--- src/rtl/dbr_pkg.sv ---
package dbr_pkg;

    // Instruction field positions fixed by the instruction encoding
    localparam int CLS_HI  = 31;
    localparam int CLS_LO  = 30;
    localparam int SUB_HI  = 29;
    localparam int SUB_LO  = 26;
    localparam int RF_A_HI = 25;
    localparam int RF_A_LO = 24;
    localparam int RF_B_HI = 23;
    localparam int RF_B_LO = 21;
    localparam int OPC_W   = CLS_HI - RF_B_LO + 1;

    typedef enum logic [2:0] {
        XF_NONE,
        XF_JABS,
        XF_JLABS,
        XF_BLREL,
        XF_BCLR,
        XF_BSET,
        XF_JREG,
        XF_JLREG
    } xfer_e;

    typedef struct packed {
        logic is_xfer;
        logic links;
        logic is_cond;
        logic cond_on_set;
        logic use_reg;
        logic use_rel;
    } dec_t;

endpackage

--- src/rtl/dbr_decode.sv ---
module dbr_decode
    import dbr_pkg::*;
(
    input  logic [OPC_W-1:0] opc,
    output dec_t             dec
);

    localparam int SH = RF_B_LO;

    logic [1:0] cls;
    logic [3:0] sub;
    logic [1:0] rf_a;
    logic [2:0] rf_b;
    xfer_e      kind;

    assign cls  = opc[CLS_HI-SH:CLS_LO-SH];
    assign sub  = opc[SUB_HI-SH:SUB_LO-SH];
    assign rf_a = opc[RF_A_HI-SH:RF_A_LO-SH];
    assign rf_b = opc[RF_B_HI-SH:RF_B_LO-SH];

    always_comb begin
        kind = XF_NONE;
        if (cls == 2'd0) begin
            unique case (sub)
                4'd0:    kind = XF_JABS;
                4'd1:    kind = XF_JLABS;
                4'd2:    kind = XF_BLREL;
                4'd3:    kind = XF_BCLR;
                4'd4:    kind = XF_BSET;
                4'd5: begin
                    if (rf_a == 2'd0 && rf_b == 3'd0)      kind = XF_JREG;
                    else if (rf_a == 2'd0 && rf_b == 3'd1) kind = XF_JLREG;
                    else                                   kind = XF_NONE;
                end
                default: kind = XF_NONE;
            endcase
        end
    end

    always_comb begin
        dec             = '0;
        dec.is_xfer     = (kind != XF_NONE);
        dec.links       = (kind == XF_JLABS) || (kind == XF_BLREL) || (kind == XF_JLREG);
        dec.is_cond     = (kind == XF_BCLR) || (kind == XF_BSET);
        dec.cond_on_set = (kind == XF_BSET);
        dec.use_reg     = (kind == XF_JREG) || (kind == XF_JLREG);
        dec.use_rel     = (kind == XF_BLREL) || dec.is_cond;
    end

endmodule

--- src/rtl/dbr_target.sv ---
module dbr_target
    import dbr_pkg::*;
#(
    parameter int ADDR_W = 32,
    parameter int DISP_W = 26
) (
    input  logic [ADDR_W-1:0] pc,
    input  logic [DISP_W-1:0] disp,
    input  logic [ADDR_W-1:0] ra,
    input  dec_t              dec,
    output logic [ADDR_W-1:0] target,
    output logic [ADDR_W-1:0] seq_addr,
    output logic [ADDR_W-1:0] link_addr
);

    localparam int                SCALED_W = DISP_W + 2;
    localparam logic [ADDR_W-1:0] STEP     = ADDR_W'(4);

    logic [ADDR_W-1:0] abs_tgt;
    logic [ADDR_W-1:0] rel_off;

    generate
        if (ADDR_W > SCALED_W) begin : g_wide
            assign abs_tgt = {{(ADDR_W-SCALED_W){1'b0}}, disp, 2'b00};
            assign rel_off = {{(ADDR_W-SCALED_W){disp[DISP_W-1]}}, disp, 2'b00};
        end else begin : g_narrow
            logic [SCALED_W-1:0] scaled;
            assign scaled  = {disp, 2'b00};
            assign abs_tgt = scaled[ADDR_W-1:0];
            assign rel_off = scaled[ADDR_W-1:0];
        end
    endgenerate

    assign seq_addr  = pc + STEP;
    assign link_addr = seq_addr + STEP;

    always_comb begin
        if (dec.use_reg)      target = ra;
        else if (dec.use_rel) target = pc + rel_off;
        else                  target = abs_tgt;
    end

endmodule

--- src/rtl/dbr_next_pc.sv ---
module dbr_next_pc
    import dbr_pkg::*;
#(
    parameter int                ADDR_W   = 32,
    parameter int                INSN_W   = 32,
    parameter int                DISP_W   = 26,
    parameter logic [ADDR_W-1:0] RESET_PC = '0
) (
    input  logic              clk,
    input  logic              rst_n,
    input  logic              issue_valid,
    input  logic [ADDR_W-1:0] issue_pc,
    input  logic [INSN_W-1:0] issue_insn,
    input  logic              issue_flag,
    input  logic [ADDR_W-1:0] ra_value,
    output logic [ADDR_W-1:0] next_pc,
    output logic              slot_pending,
    output logic              link_we,
    output logic [ADDR_W-1:0] link_data,
    output logic              illegal_slot
);

    localparam logic [ADDR_W-1:0] STEP  = ADDR_W'(4);
    localparam logic [ADDR_W-1:0] STEP2 = ADDR_W'(8);

    typedef struct packed {
        logic [ADDR_W-1:0] next_pc;
        logic [ADDR_W-1:0] pend_target;
        logic              pend_taken;
        logic              slot_pending;
        logic              link_we;
        logic [ADDR_W-1:0] link_data;
        logic              illegal;
    } state_t;

    state_t st_d, st_q;

    dec_t              dec;
    logic [ADDR_W-1:0] target;
    logic [ADDR_W-1:0] seq_addr;
    logic [ADDR_W-1:0] link_addr;
    logic              taken;

    dbr_decode u_decode (
        .opc (issue_insn[CLS_HI:RF_B_LO]),
        .dec (dec)
    );

    dbr_target #(
        .ADDR_W (ADDR_W),
        .DISP_W (DISP_W)
    ) u_target (
        .pc        (issue_pc),
        .disp      (issue_insn[DISP_W-1:0]),
        .ra        (ra_value),
        .dec       (dec),
        .target    (target),
        .seq_addr  (seq_addr),
        .link_addr (link_addr)
    );

    assign taken = !dec.is_cond || (issue_flag == dec.cond_on_set);

    always_comb begin
        st_d         = st_q;
        st_d.link_we = 1'b0;
        st_d.illegal = 1'b0;
        if (issue_valid) begin
            if (st_q.slot_pending) begin
                // delay slot issues: apply the held branch outcome
                st_d.slot_pending = 1'b0;
                st_d.next_pc      = st_q.pend_taken ? st_q.pend_target : seq_addr;
                st_d.illegal      = dec.is_xfer;
            end else begin
                st_d.next_pc = seq_addr;
                if (dec.is_xfer) begin
                    st_d.slot_pending = 1'b1;
                    st_d.pend_target  = target;
                    st_d.pend_taken   = taken;
                    st_d.link_we      = dec.links;
                    if (dec.links) st_d.link_data = link_addr;
                end
            end
        end
    end

    always_ff @(posedge clk or negedge rst_n) begin
        if (!rst_n) begin
            st_q         <= '0;
            st_q.next_pc <= RESET_PC;
        end else begin
            st_q <= st_d;
        end
    end

    assign next_pc      = st_q.next_pc;
    assign slot_pending = st_q.slot_pending;
    assign link_we      = st_q.link_we;
    assign link_data    = st_q.link_data;
    assign illegal_slot = st_q.illegal;


    seq_after_issue_chk: assert property (@(posedge clk) disable iff (!rst_n)
        (issue_valid && !slot_pending) |=> (next_pc == $past(issue_pc) + STEP));


    link_value_chk: assert property (@(posedge clk) disable iff (!rst_n)
        (issue_valid && !slot_pending && dec.links) |=>
            (link_we && link_data == $past(issue_pc) + STEP2));


    stall_hold_chk: assert property (@(posedge clk) disable iff (!rst_n)
        (!issue_valid) |=> ($stable(next_pc) && $stable(slot_pending) && !link_we));


    slot_xfer_flag_chk: assert property (@(posedge clk) disable iff (!rst_n)
        (issue_valid && slot_pending && dec.is_xfer) |=> (illegal_slot && !slot_pending));


    no_link_when_illegal_chk: assert property (@(posedge clk) disable iff (!rst_n)
        illegal_slot |-> !link_we);

endmodule

--- config.mk ---
export PLATFORM = sky130hd
export DESIGN_NAME = dbr_next_pc
export DESIGN_NICKNAME = d
export VERILOG_FILES = /design/src/rtl/dbr_pkg.sv /design/src/rtl/dbr_decode.sv /design/src/rtl/dbr_target.sv /design/src/rtl/dbr_next_pc.sv
export SDC_FILE = /design/constraint.sdc
export NUM_CORES = 1
export LEC_CHECK = 0
export ABC_CLOCK_PERIOD_IN_PS = 3300
export CAP_MARGIN = 20
export CORE_AREA = 3 3 123 125
export DETAILED_ROUTE_END_ITERATION = 12
export DIE_AREA = 0 0 126 128
export GPL_TIMING_DRIVEN = 0
export PLACE_DENSITY = 0.95
export SYNTH_ARGS = -nofsm -noshare
export SYNTH_HDL_FRONTEND = slang
export SYNTH_SLANG_ARGS = --single-unit
--- constraint.sdc ---
create_clock -name clk -period 3.3 [get_ports clk]
set_clock_uncertainty 0.05 [all_clocks]
set_input_delay 0.99 -clock clk [delete_from_list [all_inputs] [get_ports clk]]
set_output_delay 0.99 -clock clk [all_outputs]
set_load 0.01 [all_outputs]
After elaboration in Yosys (flattened, before gate mapping)
Cells that the tools add are included.
- output and inout bits: 67
- register bits: 100
- word-level logic and storage cells: 54
- bitwise gates (word level): 1
- equality and inequality tests: 13
- reductions and logical operators: 16
- mux-type cells: 14
- add/subtract/negate cells: 3
- operators by type and width (operator ; number):
    32-bit two-way mux ; 5
    34-bit two-way mux ; 2
    32-bit by 3-bit adder with 32-bit output (second input constant) ; 2
    33-bit two-way mux ; 1
    32-bit adder ; 1
    3-bit one-hot mux with 6 select lines ; 1
    3-bit equality test (second input constant) ; 4
    3-bit two-way mux ; 3
    4-bit by 2-bit equality test with 1-bit output (second input constant) ; 2
    4-bit by 3-bit equality test with 1-bit output (second input constant) ; 2
    3-bit by 2-bit equality test with 1-bit output (second input constant) ; 2
    1-bit logical OR ; 6
    4-bit by 1-bit equality test with 1-bit output (second input constant) ; 1
    2-bit zero test ; 2
    4-bit zero test ; 1
    4-bit AND reduction ; 1
    3-bit by 1-bit equality test with 1-bit output (second input constant) ; 1
    3-bit zero test ; 1
    3-bit AND reduction ; 1
    3-bit nonzero test ; 1
    1-bit logical AND ; 2
    1-bit two-way mux ; 2
    1-bit equality test ; 1
    1-bit zero test ; 1
    1-bit inverter ; 1

Longest topological paths before layout
Gate-level depths: netlist of the first run.
- depth in word-level cells: 13
- mapped depth: 11

By module
From an unflattened synthesis of the first run, not the netlist that was laid out.
- cells, all modules: 944
- area, all modules: 8515.7 um2
- modules (own cells, without submodules) (module ; instances ; cells each ; sequential area each (um2) ; area an instance (um2)):
    dbr_next_pc ; 1 ; 395 ; 2502.4 ; 4875.9
    dbr_target ; 1 ; 531 ; 0.0 ; 3513.4
    dbr_decode ; 1 ; 18 ; 0.0 ; 126.4

Worst setup path after synthesis of the first run
No wires, ideal clock.
- path type: in2reg
- from: input port issue_pc[2]
- to: register st_q, in the netlist link_data[31]
- buffers on the path: 1
- path slack: -0.757 ns
- setup time: 0.120 ns
- arrival time: 3.888 ns
- stages on the path: 9
- cell sequence: buf_4 > inv_1 > ha_1 > nor4_2 > or4b_1 > nor4_2 > or4b_1 > or4_1 > a31o_1
- word-level cells in the longest chain between the ends: 2
- RTL lines (item ; RTL line ; source):
    start, declared ; dbr_next_pc.sv:12 ; input logic [ADDR_W-1:0] issue_pc,
    32-bit by 3-bit adder with 32-bit output ; dbr_target.sv:34 ; assign seq_addr = pc + STEP;
    32-bit by 3-bit adder with 32-bit output ; dbr_target.sv:35 ; assign link_addr = seq_addr + STEP;
    end signal, assigned ; dbr_next_pc.sv:92 ; st_q <= st_d;
    end, declared ; dbr_next_pc.sv:36 ; state_t st_d, st_q;
No other way between the ends.
A chain may end at the register's enable or synchronous reset.

Final worst setup path of the first run
- from: input port issue_pc[4]
- to: register st_q, in the netlist link_data[31]
The elaborated chain is that of the path after synthesis.

==> results of run 1 <==
per-layer routing:
layer | track usage [%] | vias to the layer above | routed length [um]
met2 | 63.04 | 1008 | 16440
li1 | - | 3767 | -
met5 | 0 | - | 14
met3 | 8.333 | 363 | 4920
met4 | 22.21 | 2 | 3384
met1 | 48.26 | 4388 | 12510
repair_timing:
action,in CTS,in global routing
resized for setup,210,91
hold endpoints to repair,0,0
pin swaps,32,45
setup buffers,55,22
setup endpoints to repair,77,58
flip-flops by register name, summed over array words and instances, names as in the netlist:
name / count
st_q: 33
illegal_slot: 1
link_data: 32
next_pc: 32
slot_pending: 1
link_we: 1
area by class of cell:
| class | count | area, um^2 | area share, % |
|---|---|---|---|
| well taps | 180 | 225.2 | 1.932 |
| clock inverters | 6 | 111.4 | 0.9552 |
| multi-input cells | 693 | 5507 | 47.24 |
| plain buffers | 104 | 735.7 | 6.311 |
| inverters | 17 | 63.81 | 0.5474 |
| clock buffers | 10 | 239.0 | 2.050 |
| diodes | 1 | 2.502 | 0.02147 |
| flip-flops and latches | 100 | 2502 | 21.47 |
| repair buffers | 243 | 2271 | 19.48 |
worst register-to-register path: cells and delay by family, from the launching register on:
kind            cells  cell delay (ps)
simple gates        1              150
compound gates      1              360
mux                 1              380
buf+inv             2             1080
flops               1              460
power by group through the flow:
stage,clock (mW),combinational (mW),sequential [mW]
after detailed placement,0,1.52,1.65
after CTS,1.23,1.61,1.63
final,1.27,1.78,1.67
after floorplan,0,0.895,1.57
after global routing,1.30,1.88,1.68
after global placement,0,1.47,1.63
worst min-delay path by stage:
stage               start         end  slack [ps]  depth (start not counted)
2_1_floorplan    st_q[46]    st_q[46]         390                          2
3_3_place_gp     st_q[39]    st_q[39]         410                          2
3_5_place_dp     st_q[55]    st_q[55]         420                          1
4_1_cts          st_q[55]    st_q[55]         430                          1
5_1_grt        next_pc[5]  next_pc[5]         480                          1
6_report         st_q[39]    st_q[39]         440                          2
cell families (layout without fill, tap and decap cells):
logic type      after synthesis  count (layout)  synth area share, %
mux                          69              69                9.596
other cells                   0               1                    0
flops                       100             100                31.36
fa+ha+maj                    32              32                5.111
xor+xnor                     71              71                7.792
buf+inv                     124             380                9.141
compound gates              238             238                18.86
simple gates                283             283                18.14
layout by cell type, fill, tap and decap left out, types with 18 or more instances in the layout:
master,instances
a21oi_1,66
buf_4,136
buf_6,18
clkdlybuf4s50_1,133
dfrtp_1,100
ha_1,21
mux2_2,54
nand2_1,83
nand3_1,21
nor2_1,68
o21ai_0,42
xnor2_1,35
xor2_1,26
==> summary.txt, run 1 <==
Seq/Total Area, Yosys = 31.36%
Vias per cell = 7.037
First-pass GRT wire length = 49.29 mm
Fin crit share = 125.3%
Crit-path max cell delay = 540 ps
Reg-to-Reg End = next_pc[28]
GR Overflow Total = 0
Leakage power = 5.037 nW
Hpwl dp = 20.69 mm
CP endpoint = link_data[31]
Hold WC Path Type = register to register
Synth Net Count = 1049
Worst skew pair latency = 360 ps
Final Slew Violations = 0
Pre-CTS WS = -1706 ps
Period minus WS final = 4135 ps
Fmax = 241.9 MHz
Non-Filler Instances = 1354
Mapped Avg Cell Area = 8.702 um^2
Actual slew at the worst max-slew pin = 1004 ps
Sinks on Clock Net = 100
Initial antenna violation count = 2
Cell taking the most area after synthesis = dfrtp_1
Crit-path cells = buf_6, buf_6, buf_4, buf_4, and3_4, a31oi_2, o32ai_2, o2111ai_2, nor4_4, or4b_4, or4_4, a31o_1
Synthesized area = 7980 um^2
Crit-path slowest cell = or4b_4
EDFF count, synth = 0
Vias in the first global route = 8867
CP Max Fanout = 5
Remaining DRCs = 1
Yosys top cell area share = 31.36%
Peak VDD IR = 0.0002597 V
TNS Setup = -7691 ps
Total design power = 4.724 mW
CTS tree = built
Top post-synthesis cells by count = dfrtp_1 (100), nand2_1 (88), nor2_1 (75)
Final #Nets = 1300
Buf+Inv Stages, Crit Path = 4
Port buffer count = 165
WP depth = 12
Startpoint type of the worst setup path = input pin
Failing checks = DRC, setup timing
Total placed cells including tap cells = 1263
Worst r2r src = slot_pending
Pwr Density = 405.2 nW/um^2
CORE AREA = 13990 um^2
CP startpoint = issue_pc[4]
Post-DRT Antenna Nets = 0
Combinational group share of total power = 37.8%
DIE AREA = 16130 um^2
FP Rows = 43
Largest net degree at the start of global routing = 53
Fillers = 697
Cells after synthesis = 917
Yosys warning total = 0
Endpoints failing hold = 0
Via count = 9528
Reg2reg setup slack = 720 ps
Final setup fails = 20
Clk buf depth = 2
Crit-path leading delay family = simple AND/OR/NAND/NOR gates
Initial DRC Count = 1646
Slew margin rel. = 32.82%
Most frequently used flop master after synthesis = dfrtp_1
Final core occ = 83.34%
Ranking of synthesized cells by area = dfrtp_1 (31%), mux2_2 (8.5%), buf_4 (6.3%)
Switching Share = 33.14%
Yosys cell types = 67
CTS root buffer = clkbuf_16
Run status = finished, violations left
Clock network fraction of total power = 26.8%
Internal Power = 3.158 mW
Placed inst area = 10060 um^2
Clock transition at path regs = 80 ps
#FFs+latches synth = 100
Initial Utilization = 57.05%
Switching power = 1.566 mW
Crit path kind = input pin to register
Drt pass-1 iters = 13
Hold slack = 444.7 ps
Flop pwr share = 35.4%
Io pins = 167
Max Cap Violations = 0
Fin worst setup slack = -834.7 ps
Die span in y = 128 um
Design area = 11660 um^2
Wire per inst = 27.52 um
Most common cell in the synthesized netlist = dfrtp_1
GP Congestion = 1.019
RSZ-0062 raised after global routing = true
CP endpoint kind = register
Die W = 126 um
P&R area growth vs syn = 46.08%
GR Util All Layers = 38.89%
WP data arrival = 4340 ps
Clock H-tree levels = 3
CP Data Required Time = 3510 ps
Ratio of cells with drive above 1 in the final layout = 32.05%
Total wire length = 37.26 mm
Ys async rst share = 100.0%
# hold bufs at CTS = 0
Worst r2r path cells = 5
Number of buffers created by CTS = 9
Note: power is estimated with default switching activity, not from simulation.
==> run 2, diff against run 1 <==
Settings changed: CTS_CLUSTER_SIZE set to 8, RECOVER_POWER set to 100.
==> run 2 against run 1 <==
Critical endpoint unchanged. Clock-buffer cell count stayed put. Die area unchanged. Highest routed layer is now met4. Non-clock buffer count stayed put. Global-route usage did not move. Via count shrank 0.14%. The flow still finishes with violations (DRC, setup timing).
==> summary.txt, run 2 (same netlist as run 1, synthesis figures left out) <==
Run status = finished, violations left
Failing checks = DRC, setup timing
GR Overflow Total = 0 (unchanged)
Endpoints failing hold = 0 (unchanged)
Top reg by flops = st_q
Actual slew at the worst max-slew pin = 1356 ps (+352.1 ps)
WP data arrival = 4340 ps (about the same)
Crit-path cells = buf_6, buf_6, buf_4, buf_4, and3_4, a31oi_2, o32ai_2, o2111ai_2, nor4_4, or4b_4, or4_4, a31o_1
Clk buf depth = 2 (unchanged)
CP Data Required Time = 3510 ps (about the same)
P&R area growth vs syn = 45.77%
Ratio of cells with drive above 1 in the final layout = 32.05% (unchanged)
CP Max Fanout = 5 (unchanged)
Fin crit share = 125.1% (-0.15 points)
Hold slack = 452.8 ps (+8.081 ps)
Io pins = 167 (unchanged)
Hold WC Path Type = register to register
Initial Utilization = 57.05% (unchanged)
First-pass GRT wire length = 49.29 mm (unchanged)
Clock transition at path regs = 80 ps (about the same)
CTS tree = built
Design area = 11630 um^2 (-0.21%)
Leakage power = 5.099 nW (+1.2%)
Max Cap Violations = 0 (unchanged)
Total wire length = 37.41 mm (+0.40%)
Drt pass-1 iters = 13 (unchanged)
# hold bufs at CTS = 0 (unchanged)
TNS Setup = -7365 ps (+325.6 ps)
Crit path kind = input pin to register
Crit-path max cell delay = 540 ps (about the same)
Total placed cells including tap cells = 1263 (unchanged)
Startpoint type of the worst setup path = input pin
Max reg flops = 33 (unchanged)
Worst r2r src = slot_pending
Final #Nets = 1300 (unchanged)
Largest net degree at the start of global routing = 53 (unchanged)
GP Congestion = 1.019 (unchanged)
Commonest non-fill, non-tap cell in the layout = buf_4
Non-Filler Instances = 1354 (unchanged)
Total design power = 4.665 mW (-1.3%)
Reg2reg setup slack = 750 ps (+30 ps)
Initial antenna violation count = 2 (unchanged)
Hold path cells = 2 (unchanged)
Final core occ = 83.16% (-0.18 points)
Min-Delay Startpoint = st_q[48]
CTS root buffer = clkbuf_16
Period minus WS final = 4130 ps (-4.941 ps)
GR Util All Layers = 38.89% (unchanged)
Die span in y = 128 um (unchanged)
DIE AREA = 16130 um^2 (unchanged)
FP Rows = 43 (unchanged)
Pwr Density = 401.0 nW/um^2 (-1.0%)
Vias in the first global route = 8867 (unchanged)
Post-DRT Antenna Nets = 0 (unchanged)
Crit-path slowest cell = or4b_4
Slew margin rel. = 9.573% (-23 points)
Peak VDD IR = 0.0002626 V (+1.1%)
Hold Crit Endpoint = st_q[48]
RSZ-0062 raised after global routing = true
Buf+Inv Stages, Crit Path = 4 (unchanged)
Remaining DRCs = 1 (unchanged)
Crit-path leading delay family = simple AND/OR/NAND/NOR gates
Port buffer count = 165 (unchanged)
Die W = 126 um (unchanged)
Final setup fails = 19 (-5.0%)
Worst skew pair latency = 370 ps (about the same)
Final Slew Violations = 0 (unchanged)
Fmax = 242.1 MHz (+0.12%)
Most frequent cells in the layout = buf_4 (135), dfrtp_1 (100), nand2_1 (83)
Pre-CTS WS = -1706 ps (unchanged)
Via count = 9515 (-0.14%)
Reg-to-Reg End = next_pc[28]
Worst r2r path cells = 5 (unchanged)
Vias per cell = 7.027 (-0.14%)
CP endpoint kind = register
Initial DRC Count = 1679 (+2.0%)
Sinks on Clock Net = 100 (unchanged)
CORE AREA = 13990 um^2 (unchanged)
Wire per inst = 27.63 um (+0.40%)
Number of buffers created by CTS = 9 (unchanged)
Clock H-tree levels = 3 (unchanged)
Hpwl dp = 20.69 mm (unchanged)
Fin worst setup slack = -829.7 ps (+4.941 ps)
Placed inst area = 10060 um^2 (unchanged)
## run 2: cell count changes in the layout (fill, tap and decap cells not counted)
cell | before | now
clkdlybuf4s50_1 | 133 | 64
dlygate4sd3_1 | 0 | 69
clkbuf_2 | 15 | 17
buf_16 | 1 | 0
buf_4 | 136 | 135
## run 2: cell type report
| class | count | area (um^2) |
|---|---|---|
| buffer | 104 | 735.7 |
| sequential | 100 | 2502 |
| antenna | 1 | 2.502 |
| tap | 180 | 225.2 |
| clock inverter | 6 | 111.4 |
| multi-input combinational | 693 | 5507 |
| clock buffer | 10 | 239.0 |
| fill | 701 | 2356 |
| inverter | 17 | 63.81 |
| timing repair buffer | 243 | 2246 |
## run 2: tightest hold or removal path, stage by stage, from the launching register on
cell and delay [ps]:
dfrtp_1 360, nand2_1 50, o21ai_0 60
## run 2: metal layers
| metal | wire, um | GRT usage, % | vias up |
|---|---|---|---|
| li1 | - | - | 3764 |
| met1 | 12540 | 48.26 | 4398 |
| met2 | 16430 | 63.04 | 977 |
| met3 | 4948 | 8.333 | 376 |
| met4 | 3494 | 22.21 | 0 |
| met5 | 0 | 0 | - |
## run 2: worst max-delay path by stage
stage / start / cells past startpoint / slack [ps] / endpoint
6_report: issue_pc[4] / 12 / -830 / link_data[31]
5_1_grt: issue_pc[4] / 12 / -800 / link_data[31]
4_1_cts: issue_pc[3] / 11 / -420 / link_data[31]
3_5_place_dp: issue_pc[3] / 10 / -1710 / link_data[31]
3_3_place_gp: rst_n / 1 / -2440 / st_q[43]
2_1_floorplan: issue_pc[6] / 10 / -560 / link_data[31]
## run 2: timing repair
item / CTS / global route
gates resized for setup: 210 / 91
setup buffers: 55 / 22
endpoints found under the hold margin: 0 / 0
endpoints found under the setup margin: 77 / 58
pin swaps: 32 / 45
## run 2: power by group
part / switching, mW / leakage (nW) / internal (mW) / total [mW]
clock network: 0.504 / 0.169 / 0.762 / 1.27
registers: 0.210 / 1.22 / 1.46 / 1.67
logic: 0.849 / 3.71 / 0.876 / 1.73
total: 1.56 / 5.10 / 3.10 / 4.66
